===== config.mk =====
export PLATFORM = sky130hd
export DESIGN_NAME = spi3_slave
export DESIGN_NICKNAME = d
export VERILOG_FILES = /design/src/rtl/spi3_pkg.sv /design/src/rtl/spi3_sync.sv /design/src/rtl/spi3_delay.sv /design/src/rtl/spi3_regfile.sv /design/src/rtl/spi3_slave.sv
export SDC_FILE = /design/constraint.sdc
export NUM_CORES = 1
export LEC_CHECK = 0
export ABC_AREA = 1
export BUFFER_PORTS_ARGS = -buffer_cell sky130_fd_sc_hd__buf_2
export CAP_MARGIN = 40
export CORE_UTILIZATION = 34
export CTS_CLUSTER_SIZE = 8
export DETAILED_ROUTE_END_ITERATION = 12
export SYNTH_ARGS = -nofsm -noshare
export SYNTH_HDL_FRONTEND = slang
export SYNTH_SLANG_ARGS = --single-unit

===== constraint.sdc =====
create_clock -name clk -period 4.4 [get_ports clk]
set_input_delay 0.88 -clock clk [delete_from_list [all_inputs] [get_ports clk]]
set_output_delay 0.88 -clock clk [all_outputs]
set_load 0.01 [all_outputs]

===== src/rtl/spi3_pkg.sv =====
package spi3_pkg;
    typedef enum logic [2:0] {
        ST_IDLE,
        ST_CMD,
        ST_ADDR,
        ST_WDATA,
        ST_RDATA,
        ST_TXCFG,
        ST_TXSTRM,
        ST_SKIP
    } st_e;

    localparam logic [1:0] CMD_WR = 2'b00;
    localparam logic [1:0] CMD_RD = 2'b01;
    localparam logic [1:0] CMD_TX = 2'b11;
endpackage


===== src/rtl/spi3_sync.sv =====
module spi3_sync #(
    parameter int W = 3
) (
    input  logic         clk,
    input  logic         rst_n,
    input  logic [W-1:0] d,
    output logic [W-1:0] q
);
    logic [W-1:0] meta_q;

    always_ff @(posedge clk or negedge rst_n) begin
        if (!rst_n) begin
            meta_q <= '0;
            q      <= '0;
        end else begin
            meta_q <= d;
            q      <= meta_q;
        end
    end
endmodule


===== src/rtl/spi3_delay.sv =====
module spi3_delay #(
    parameter int CYC = 16
) (
    input  logic clk,
    input  logic rst_n,
    input  logic start,
    output logic busy
);
    localparam int CW = $clog2(CYC + 1);
    localparam logic [CW-1:0] LOAD = CW'(CYC);

    logic [CW-1:0] cnt_q;

    always_ff @(posedge clk or negedge rst_n) begin
        if (!rst_n)            cnt_q <= '0;
        else if (start)        cnt_q <= LOAD;
        else if (cnt_q != '0)  cnt_q <= cnt_q - 1'b1;
    end

    assign busy = (cnt_q != '0);
endmodule


===== src/rtl/spi3_regfile.sv =====
module spi3_regfile #(
    parameter int AW = 6,
    parameter int DW = 8
) (
    input  logic          clk,
    input  logic          rst_n,
    input  logic          we,
    input  logic [AW-1:0] waddr,
    input  logic [DW-1:0] wdata,
    input  logic [AW-1:0] raddr,
    output logic [DW-1:0] rdata
);
    localparam int DEPTH = 1 << AW;

    logic [DW-1:0] mem [DEPTH];

    always_ff @(posedge clk or negedge rst_n) begin
        if (!rst_n) begin
            for (int i = 0; i < DEPTH; i++) mem[i] <= '0;
        end else if (we) begin
            mem[waddr] <= wdata;
        end
    end

    assign rdata = mem[raddr];
endmodule


===== src/rtl/spi3_slave.sv =====
module spi3_slave
    import spi3_pkg::*;
#(
    parameter int AW          = 6,
    parameter int DW          = 8,
    parameter int CFGW        = 6,
    parameter int STARTUP_CYC = 250000,
    parameter int GUARD_CYC   = 25000
) (
    input  logic            clk,
    input  logic            rst_n,
    input  logic            en,
    input  logic            sck,
    input  logic            sdio_in,
    input  logic            standby,
    output logic            sdio_out,
    output logic            sdio_oe,
    output logic [CFGW-1:0] tx_cfg,
    output logic            tx_cfg_valid,
    output logic            tx_bit,
    output logic            tx_bit_valid,
    output logic            tx_ready,
    output logic            frame_early
);
    localparam int CNTW = $clog2(DW + 1);
    localparam logic [CNTW-1:0] CMD_LAST = CNTW'(1);
    localparam logic [CNTW-1:0] ADR_LAST = CNTW'(AW - 1);
    localparam logic [CNTW-1:0] DAT_LAST = CNTW'(DW - 1);
    localparam logic [CNTW-1:0] DAT_FULL = CNTW'(DW);
    localparam logic [CNTW-1:0] CFG_LAST = CNTW'(CFGW - 1);

    // Synchronized pins and edge detection
    logic [2:0] pins_s;
    logic en_s, sck_s, din_s, en_d, sck_d, mode_q, mode_now;
    logic en_rise, en_fall, sck_rise, sck_fall, smp_edge, drv_edge;

    spi3_sync #(.W(3)) u_sync (
        .clk   (clk),
        .rst_n (rst_n),
        .d     ({en, sck, sdio_in}),
        .q     (pins_s)
    );

    assign {en_s, sck_s, din_s} = pins_s;
    assign en_rise  = en_s & ~en_d;
    assign en_fall  = ~en_s & en_d;
    assign sck_rise = sck_s & ~sck_d;
    assign sck_fall = ~sck_s & sck_d;
    assign mode_now = en_rise ? sck_s : mode_q;
    assign smp_edge = mode_now ? sck_rise : sck_fall;
    assign drv_edge = mode_now ? sck_fall : sck_rise;

    // Frame state
    st_e                st_q, st_d;
    logic [CNTW-1:0]    cnt_q;
    logic [DW-2:0]      sh_q;
    logic [1:0]         cmd_q;
    logic [AW-1:0]      addr_q;
    logic [DW-1:0]      rd_q;
    logic               out_q, bitv_q, bit_q, cfgv_q, early_q;
    logic [CFGW-1:0]    cfg_q;

    logic [1:0]         cmd_now;
    logic [AW-1:0]      raddr;
    logic [DW-1:0]      rdata;
    logic               we, startup_go, startup_busy, guard_go, guard_busy;

    assign cmd_now = {sh_q[0], din_s};
    assign raddr   = {sh_q[AW-2:0], din_s};
    assign we      = en_s && (st_q == ST_WDATA) && smp_edge && (cnt_q == DAT_LAST);

    assign startup_go = en_s && (st_q == ST_CMD) && smp_edge && (cnt_q == CMD_LAST)
                        && (cmd_now == CMD_TX) && standby;
    assign guard_go   = en_fall && ((st_q == ST_TXCFG) || (st_q == ST_TXSTRM));

    spi3_regfile #(.AW(AW), .DW(DW)) u_regs (
        .clk   (clk),
        .rst_n (rst_n),
        .we    (we),
        .waddr (addr_q),
        .wdata ({sh_q, din_s}),
        .raddr (raddr),
        .rdata (rdata)
    );

    spi3_delay #(.CYC(STARTUP_CYC)) u_startup (
        .clk   (clk),
        .rst_n (rst_n),
        .start (startup_go),
        .busy  (startup_busy)
    );

    spi3_delay #(.CYC(GUARD_CYC)) u_guard (
        .clk   (clk),
        .rst_n (rst_n),
        .start (guard_go),
        .busy  (guard_busy)
    );

    // Next state
    always_comb begin
        st_d = st_q;
        if (!en_s) begin
            st_d = ST_IDLE;
        end else begin
            unique case (st_q)
                ST_IDLE:  if (en_rise) st_d = ST_CMD;
                ST_CMD:   if (smp_edge && cnt_q == CMD_LAST) begin
                              if (cmd_now == CMD_WR || cmd_now == CMD_RD) st_d = ST_ADDR;
                              else if (cmd_now == CMD_TX)                  st_d = ST_TXCFG;
                              else                                         st_d = ST_SKIP;
                          end
                ST_ADDR:  if (smp_edge && cnt_q == ADR_LAST)
                              st_d = (cmd_q == CMD_RD) ? ST_RDATA : ST_WDATA;
                ST_WDATA: st_d = ST_WDATA;
                ST_RDATA: if (drv_edge && cnt_q == DAT_FULL) st_d = ST_SKIP;
                ST_TXCFG: if (smp_edge && cnt_q == CFG_LAST) st_d = ST_TXSTRM;
                ST_TXSTRM: st_d = ST_TXSTRM;
                ST_SKIP:  st_d = ST_SKIP;
            endcase
        end
    end

    // State register
    always_ff @(posedge clk or negedge rst_n) begin
        if (!rst_n) st_q <= ST_IDLE;
        else        st_q <= st_d;
    end

    // Datapath and outputs
    always_ff @(posedge clk or negedge rst_n) begin
        if (!rst_n) begin
            en_d    <= 1'b0;
            sck_d   <= 1'b0;
            mode_q  <= 1'b0;
            cnt_q   <= '0;
            sh_q    <= '0;
            cmd_q   <= '0;
            addr_q  <= '0;
            rd_q    <= '0;
            out_q   <= 1'b0;
            bit_q   <= 1'b0;
            bitv_q  <= 1'b0;
            cfg_q   <= '0;
            cfgv_q  <= 1'b0;
            early_q <= 1'b0;
        end else begin
            en_d    <= en_s;
            sck_d   <= sck_s;
            mode_q  <= mode_now;
            bitv_q  <= 1'b0;
            cfgv_q  <= 1'b0;
            early_q <= en_rise && guard_busy;
            if (!en_s || st_q == ST_IDLE) begin
                cnt_q <= '0;
            end else begin
                unique case (st_q)
                    ST_CMD, ST_ADDR, ST_WDATA, ST_TXCFG: if (smp_edge) begin
                        sh_q <= {sh_q[DW-3:0], din_s};
                        if (st_q == ST_CMD && cnt_q == CMD_LAST) begin
                            cmd_q <= cmd_now;
                            cnt_q <= '0;
                        end else if (st_q == ST_ADDR && cnt_q == ADR_LAST) begin
                            addr_q <= raddr;
                            rd_q   <= rdata;
                            cnt_q  <= '0;
                        end else if (st_q == ST_WDATA && cnt_q == DAT_LAST) begin
                            addr_q <= addr_q + 1'b1;
                            cnt_q  <= '0;
                        end else if (st_q == ST_TXCFG && cnt_q == CFG_LAST) begin
                            cfg_q  <= {sh_q[CFGW-2:0], din_s};
                            cfgv_q <= 1'b1;
                            cnt_q  <= '0;
                        end else begin
                            cnt_q <= cnt_q + 1'b1;
                        end
                    end
                    ST_RDATA: if (drv_edge && cnt_q != DAT_FULL) begin
                        out_q <= rd_q[DW-1];
                        rd_q  <= {rd_q[DW-2:0], 1'b0};
                        cnt_q <= cnt_q + 1'b1;
                    end
                    ST_TXSTRM: if (smp_edge && !startup_busy) begin
                        bit_q  <= din_s;
                        bitv_q <= 1'b1;
                    end
                    default: ;
                endcase
            end
        end
    end

    assign sdio_out     = out_q;
    assign sdio_oe      = (st_q == ST_RDATA) && (cnt_q != '0);
    assign tx_cfg       = cfg_q;
    assign tx_cfg_valid = cfgv_q;
    assign tx_bit       = bit_q;
    assign tx_bit_valid = bitv_q;
    assign tx_ready     = !startup_busy;
    assign frame_early  = early_q;
endmodule


== Yosys cells after proc, flatten, opt, wreduce, memory -nomap -nowiden ==
Cells that the tools add are included.
Word-level totals
  register bits: 595
  input port bits: 6
  output and inout port bits: 13
  logic and storage cells: 224
Cells by class
  $add $sub $neg: 4
  magnitude comparators: 3
  equal/unequal tests: 26
  multiplexer cells: 48
  bitwise gates (word level): 14
  reduce and logical (&&, ||, !) cells: 46
Operators with widths (number)
  512-bit bitwise mux: 1
  8-bit 2-to-1 mux: 7
  8-bit binary-select mux with 6-bit select: 1
  8-bit demux with 6-bit select: 1
  18-bit 2-to-1 mux: 2
  15-bit 2-to-1 mux: 2
  4-bit 2-to-1 mux: 7
  3-bit 2-to-1 mux: 8
  3-bit case mux with 8 select lines: 1
  1-bit logical AND: 21
  3-bit inequality test (second input constant): 7
  18-bit nonzero test: 1
  18-bit by 1-bit subtractor with 18-bit output (second input constant): 1
  8-bit case mux with 2 select lines: 1
  15-bit nonzero test: 1
  15-bit by 1-bit subtractor with 15-bit output (second input constant): 1
  7-bit >= comparator (second input constant): 2
  6-bit NOT with 7-bit output: 2
  1-bit 2-to-1 mux: 13
  3-bit equality test (second input constant): 4
  6-bit 2-to-1 mux: 2
  3-bit AND reduction: 4
  5-bit AND reduction: 2
  4-bit by 3-bit equality test with 1-bit output (second input constant): 2
  26 further kinds: 47

== Longest topological paths before layout ==
Gate-level depths: netlist (run 1).
  depth in word-level cells: 9
  mapped depth: 13
  depth with buffers taken out: 13

== Cells and area by module ==
A second synthesis (run 1) with hierarchy kept.
Second synthesis, totals
  cell total of the unflattened synthesis: 3567
  area total of the unflattened synthesis: 28163.3 um2
Modules (own cells, without submodules)
  spi3_regfile: times used 1, cells each 2954, area an instance 23413.7 um2, sequential area each 12812.3 um2
  spi3_slave: times used 1, cells each 317, area an instance 2469.9 um2, sequential area each 1101.1 um2
  spi3_delay at u_startup: times used 1, cells each 160, area an instance 1154.9 um2, sequential area each 450.4 um2
  spi3_delay at u_guard: times used 1, cells each 130, area an instance 974.7 um2, sequential area each 375.4 um2
  spi3_sync: times used 1, cells each 6, area an instance 150.1 um2, sequential area each 150.1 um2

== Worst setup path after synthesis (run 1) ==
Ideal clock, no wire load.
  path kind: reg2out
  start point: reg u_startup.cnt_q[0]
  end point: out tx_ready
  arrival time: 1662 ps
  setup slack: 1858 ps
  stages on the path, launching flop included: 11
  cell sequence: dfrtp_1 -> inv_1 -> ha_1 -> nand2_1 -> nor2_1 -> nand2_1 -> nor2_1 -> nand2_1 -> nor2_1 -> nand4_1 -> inv_1
On the way
  longest elaborated chain between the ends: 2
Ends and longest elaborated chain
  start, declared: line spi3_delay.sv:12  | logic [CW-1:0] cnt_q;
  start signal, assigned: line spi3_delay.sv:17  | else if (cnt_q != '0) cnt_q <= cnt_q - 1'b1;
  18-bit nonzero test: line spi3_delay.sv:20  | assign busy = (cnt_q != '0);
  1-bit logical NOT: line spi3_slave.sv:199  | assign tx_ready = !startup_busy;
  end, declared: line spi3_slave.sv:22  | output logic tx_ready,
Every way passes these cells.

== Worst setup path in the final report (run 1) ==
Ends and elaborated chain as after synthesis.

==> metrics.yaml, run 1 <==
outcome: "finished clean"
skew_ps: 19.40
peakVddDrop_v: 0.0003468
synth-seq-area-share: 0.5325
yosys-top-cells-area: "dfrtp_1, nand2_1, o21ai_0"
combinationalPowerShare: 0.204
reg2reg_depth: 11
maxClockFrequency_ghz: 0.2746
overflow: 0
num_vias: 23500
p_clk_frac: 0.395
firstDrtPassIters: 6
vias_per_cell: 5.077
synthesis.yosys.warnings: 0
synthTopCellsByCount: "nand2_1, dfrtp_1, o21ai_0"
cts-root-buf: "clkbuf_16"
syn_avg_cell_area_um2: 7.665
grt_usage: 0.1934
p_leak_nw: 14.07
dieArea_um2: 83390
wl_per_cell_um: 17.10
yosys.area_share.adder: 0.002685
power_w: 0.01447
synth_edf_count: 0
end_kind: "output pin"
die_h_um: 288.8
synth_top_cell_by_area: "dfrtp_1"
r2r_start: "u_sync.q[2]"
cts_max_level: 3
slew_viol_final: 0
syn2layout_area_growth_pct: 11.87
die_w_um: 288.8
postCtsSetupBuffers: 0
worst_setup_path_start_kind: "register"
reg2reg_slack_ps: 960
postRouteAntennaNets: 0
tns_ps: 0
synth.distinct_cells: 35
tightest_slew_ps: 955.3
clockBufferDepth: 3
grt_pass1_wl_mm: 127.6
cts_resized: 0
synthMuxAreaShare: 0.0004027
synth-xor-area-share: 0.004072
synth_top_family_by_area: "simple AND/OR/NAND/NOR gates"
cp.required_ps: 3520
clk_latency_ps: 630
internal_power_w: 0.009831
hold_viol: 0
cts_made_buffers: 84
fin_nets: 3573
io_buffer_count: 18
clk_pin_slew_ps: 50
synth-compound-area-share: 0.1218
drt_wl_total_mm: 79.15
p_seq_frac: 0.400
drive_gt1_frac: 0.04905
syn-instance-count: 3648
final.period_utilization: 0.8276
ys.flop_type: "dfrtp_1"
clock_sinks: 595
r2r-end: "u_regs.mem[478]"
drt_iter0_drc: 2037
fill_cells: 8440
switching_share: 0.3206
finalCriticalPeriod_ps: 3641
cp_max_fo: 5
cts_hold_buf: 0
grt_max_degree: 115
n_antenna_cell: 0
rsz0062_at_grt: "false"
io_pins: 19
cts_tree: "done"
setup_violations: 0
drv_cap: 0
initial_core_util: 0.3455
hpwl_mm: 48.21
syn_nets: 3660
p_switching_w: 0.004639
hp-class: "in2async"
core_um2: 80940
synthSimpleGateAreaFrac: 0.2716
synth_top_area_frac: 0.5325
path_class: "reg2out"
slew_headroom: 0.3564
antenna_found_initial: 1
grt_pass1_vias: 22340
post-route-drc-count: 0
syn_area_um2: 27960
cp.arrival_ps: 2760
synth.most_common_cell: "nand2_1"
async_flop_share: 1.000
gp_congestion: 0.8448
rows: 104
synth_seq_cells: 595
powerDensity_nw_per_um2: 462.6
[kinds of logic after synthesis]
| logic type | Yosys count |
|---|---|
| DFF | 595 |
| muxes | 1 |
| adders and majority gates | 6 |
| buffers and inverters | 496 |
| and+or+nand+nor | 1868 |
| AOI/OAI and AO/OA | 669 |
| xor gates and xnor gates | 13 |
[state kept, by name, summed over array words and instances, names as in the netlist, 2 cells and up]
name             cells
u_startup.cnt_q     18
sh_q                 7
st_q                 3
u_guard.cnt_q       15
cmd_q                2
u_regs.mem         512
addr_q               6
rd_q                 8
cnt_q                4
u_sync.q             3
tx_cfg               6
u_sync.meta_q        3
[metrics by stage]
stage          setup WS, ps  utilization  cells  cell area (µm²)  hold WS (ps)
4_1_cts               716.0       0.3865   4628            31280         275.2
5_1_grt               429.0       0.3865   4628            31280         292.8
6_report              758.7       0.3865   4628            31280         260.3
3_3_place_gp           1209       0.3584   4532            29010         335.9
2_1_floorplan          1858            -   3648            27960         331.2
3_5_place_dp           1132       0.3593   4535            29080         341.9
[layout by cell type (no fill, tap or decap), types with 29 or more instances in the layout]
cell type / count
a21oi_1: 65
buf_4: 29
clkbuf_16: 85
dfrtp_1: 592
inv_1: 251
nand2_1: 1233
nand3_1: 331
nand4_1: 31
nor2_1: 238
o21ai_0: 578
[worst max path at each step]
stage / cells past startpoint / start / endpoint / slack, ps
after CTS: 11 / u_startup.cnt_q[0] / tx_ready / 720
final: 11 / u_startup.cnt_q[0] / tx_ready / 760
after floorplan: 10 / u_startup.cnt_q[0] / tx_ready / 1860
after detailed placement: 10 / u_sync.q[2] / u_regs.mem[474] / 1130
after global routing: 11 / u_startup.cnt_q[0] / tx_ready / 430
after global placement: 11 / u_sync.q[2] / u_regs.mem[30] / 1210
[final cells by class]
type / count / area [µm²] / share of cell area
inverter: 260 / 991.0 / 0.03168
sequential: 595 / 14900 / 0.4763
timing repair buffer: 63 / 653.1 / 0.02088
multi-input combinational: 2557 / 11220 / 0.3585
clock buffer: 87 / 2135 / 0.06824
clock inverter: 6 / 62.56 / 0.002000
tap: 1060 / 1326 / 0.04240
[worst max-delay path, cell delays in order, from the launching register on]
cell and delay, ps:
dfrtp_1 390, inv_1 120, ha_1 250, nand2_1 70, nor2_1 160, nand2_1 140
nor2_1 170, nand2_1 110, nor2_1 200, nand4_1 210, inv_1 160, buf_2 150
[per-layer routing]
layer | global-route usage | wire length (µm) | part of all wire | vias up
met4 | 0.06000 | 2061 | 0.026 | 2
li1 | - | - | - | 11480
met1 | 0.2707 | 36500 | 0.46 | 11270
met2 | 0.2999 | 35770 | 0.45 | 601
met5 | 0 | 11 | 0.00014 | -
met3 | 0.03926 | 4801 | 0.061 | 142
[power groups by stage]
stage	combinational, W	sequential [W]	clock [W]
floorplan	0.00183	0.00580	0
global placement	0.00293	0.00588	0
detailed placement	0.00296	0.00588	0
CTS	0.00296	0.00579	0.00585
global route	0.00327	0.00581	0.00606
finish	0.00296	0.00579	0.00572
Note: power is estimated with default switching activity, not from simulation.
==> run 2: changes to the inputs <==
clock period = 3.4 ns   (was 4.4 ns; I/O delays follow)
==> run 2 against run 1 <==
Combinational power grew 33%; hold slack worse by 240 ps; via count is 0.35% lower; clock skew up 7.9 ps; clock power increased by 28%; final cell count is 0.35% higher; die area is the same; register-to-register slack got worse by 660 ps; clock-buffer cell count unchanged; total power is 30% higher.
==> metrics.yaml, run 2 (synthesized netlist as in run 1, its figures left out) <==
path_class: "reg2out"
fill_cells: 8379
cp_max_fo: 5
cp.depth: 11
die_w_um: 288.8
final_cell_mix: "nand2_1, dfrtp_1, o21ai_0"
overflow: 0
worst_setup_path_start_kind: "register"
io_buffer_count: 18
drive_gt1_frac: 0.05413
num_vias: 23410
powerDensity_nw_per_um2: 597.5
clockBufferDepth: 3
p_seq_frac: 0.400
drt_iter0_drc: 2218
initial_core_util: 0.3455
grt_pass1_wl_mm: 127.3
reg2reg_slack_ps: 300
fin_nets: 3589
hold_viol: 0
utilization: 0.3884
clock_sinks: 595
grt_pass1_vias: 22040
grt_usage: 0.1921
crit_chain: "inv_1 -> ha_2 -> nand2_1 -> nor2_2 -> nand2_1 -> nor2_2 -> nand2_1 -> nor2_2 -> nand4_1 -> inv_1 -> buf_2"
peakVddDrop_v: 0.0003874
crit_family: "simple AND/OR/NAND/NOR gates"
antenna_found_initial: 0
slew_viol_final: 0
crit_buf_inv: 3
rsz0062_at_grt: "false"
tns_ps: 0
n_antenna_cell: 0
drv_cap: 0
combinationalPowerShare: 0.209
cp.arrival_ps: 2480
p_leak_nw: 14.14
gp_congestion: 0.8831
drt_wl_total_mm: 78.79
vias_per_cell: 5.042
p_switching_w: 0.006050
reg2reg_depth: 12
cts_made_buffers: 84
core_um2: 80940
cpPeakStageDelay_ps: 380
internal_power_w: 0.01273
layout_commonest_cell: "nand2_1"
multi_input_area_um2: 11230
clk_latency_ps: 630
outcome: "finished clean"
tightest_slew_ps: 732.4
crit_slowest_cell: "dfrtp_1"
largest_register_ffs: 512
cts_max_level: 3
io_pins: 19
rows: 104
cp.required_ps: 2720
r2r_start: "en_d"
post-route-drc-count: 0
finalCriticalPeriod_ps: 3161
end_kind: "output pin"
seqCellArea_um2: 14900
final.period_utilization: 0.9297
skew_ps: 27.34
cts-root-buf: "clkbuf_16"
syn2layout_area_growth_pct: 12.43
setup_violations: 0
switching_share: 0.3221
clk_pin_slew_ps: 50
reg.largest.list: "u_regs.mem x512, u_startup.cnt_q x18, u_guard.cnt_q x15"
p_clk_frac: 0.390
slew_headroom: 0.5066
postRouteAntennaNets: 0
regMostFlops: "u_regs.mem"
cts_tree: "done"
grt_max_degree: 129
dieArea_um2: 83390
firstDrtPassIters: 6
r2r-end: "u_regs.mem[357]"
die_h_um: 288.8
hpwl_mm: 48.78
hp-class: "in2async"
wl_per_cell_um: 16.97
maxClockFrequency_ghz: 0.3164
run 2: worst max path at each step:
stage	to	slack, ps	start
2_1_floorplan	tx_ready	1060	u_startup.cnt_q[0]
3_3_place_gp	u_regs.mem[355]	480	en_d
3_5_place_dp	u_regs.mem[357]	370	en_d
4_1_cts	tx_ready	40	u_startup.cnt_q[0]
5_1_grt	tx_ready	20	u_startup.cnt_q[0]
6_report	tx_ready	240	u_startup.cnt_q[0]
run 2: layout make-up:
type / count / area share
clock inverters: 6 / 0.002348
clock buffers: 87 / 0.06722
multi-input cells: 2557 / 0.3571
well taps: 1060 / 0.04219
flip-flops and latches: 595 / 0.4739
inverters: 260 / 0.03152
repair buffers: 79 / 0.02571
run 2: worst register-to-register path: stages (launching register included):
cell     delay (ps)
dfrtp_1         370
inv_1            70
nand2_1         110
nand2_1         110
o21ai_1          90
o21ai_0         100
nand2_2         170
nor2_2          190
nand2_1         290
nor2_1          650
nand2_1         530
nand2_1         190
o21ai_0          90
run 2: what timing repair did:
item                       4_1_cts  5_1_grt
gates resized for setup          0        4
pin swaps                        1        0
hold buffers                     0        0
buffers inserted                 1        0
setup endpoints to repair        1        1
run 2: layer usage:
metal  GRT usage  vias to the layer above  wire length [µm]
met5           0                        -                 0
met4     0.05487                        0              1857
met3     0.03033                      127              4328
met2      0.2961                      625             35170
met1      0.2778                    11140             37440
li1            -                    11520                 -
run 2: power groups by stage:
stage	Sequential (W)	Combinational (W)	Clock (W)
global placement	0.00762	0.00389	0
finish	0.00752	0.00393	0.00733
global route	0.00754	0.00431	0.00777
CTS	0.00751	0.00393	0.00751
floorplan	0.00751	0.00237	0
detailed placement	0.00762	0.00392	0
run 2: metrics by stage:
step	power (W)	hold WS (ps)	instances	area, µm²	setup slack (ps)
final	0.01878	25.18	4644	31440	239.2
after global routing	0.01962	37.23	4644	31440	21.70
after CTS	0.01895	19.22	4644	31430	41.69
after detailed placement	0.01154	339.5	4550	29230	369.0
after global placement	0.01152	333.8	4549	29210	484.2
after floorplan	0.009877	331.2	3648	27960	1058
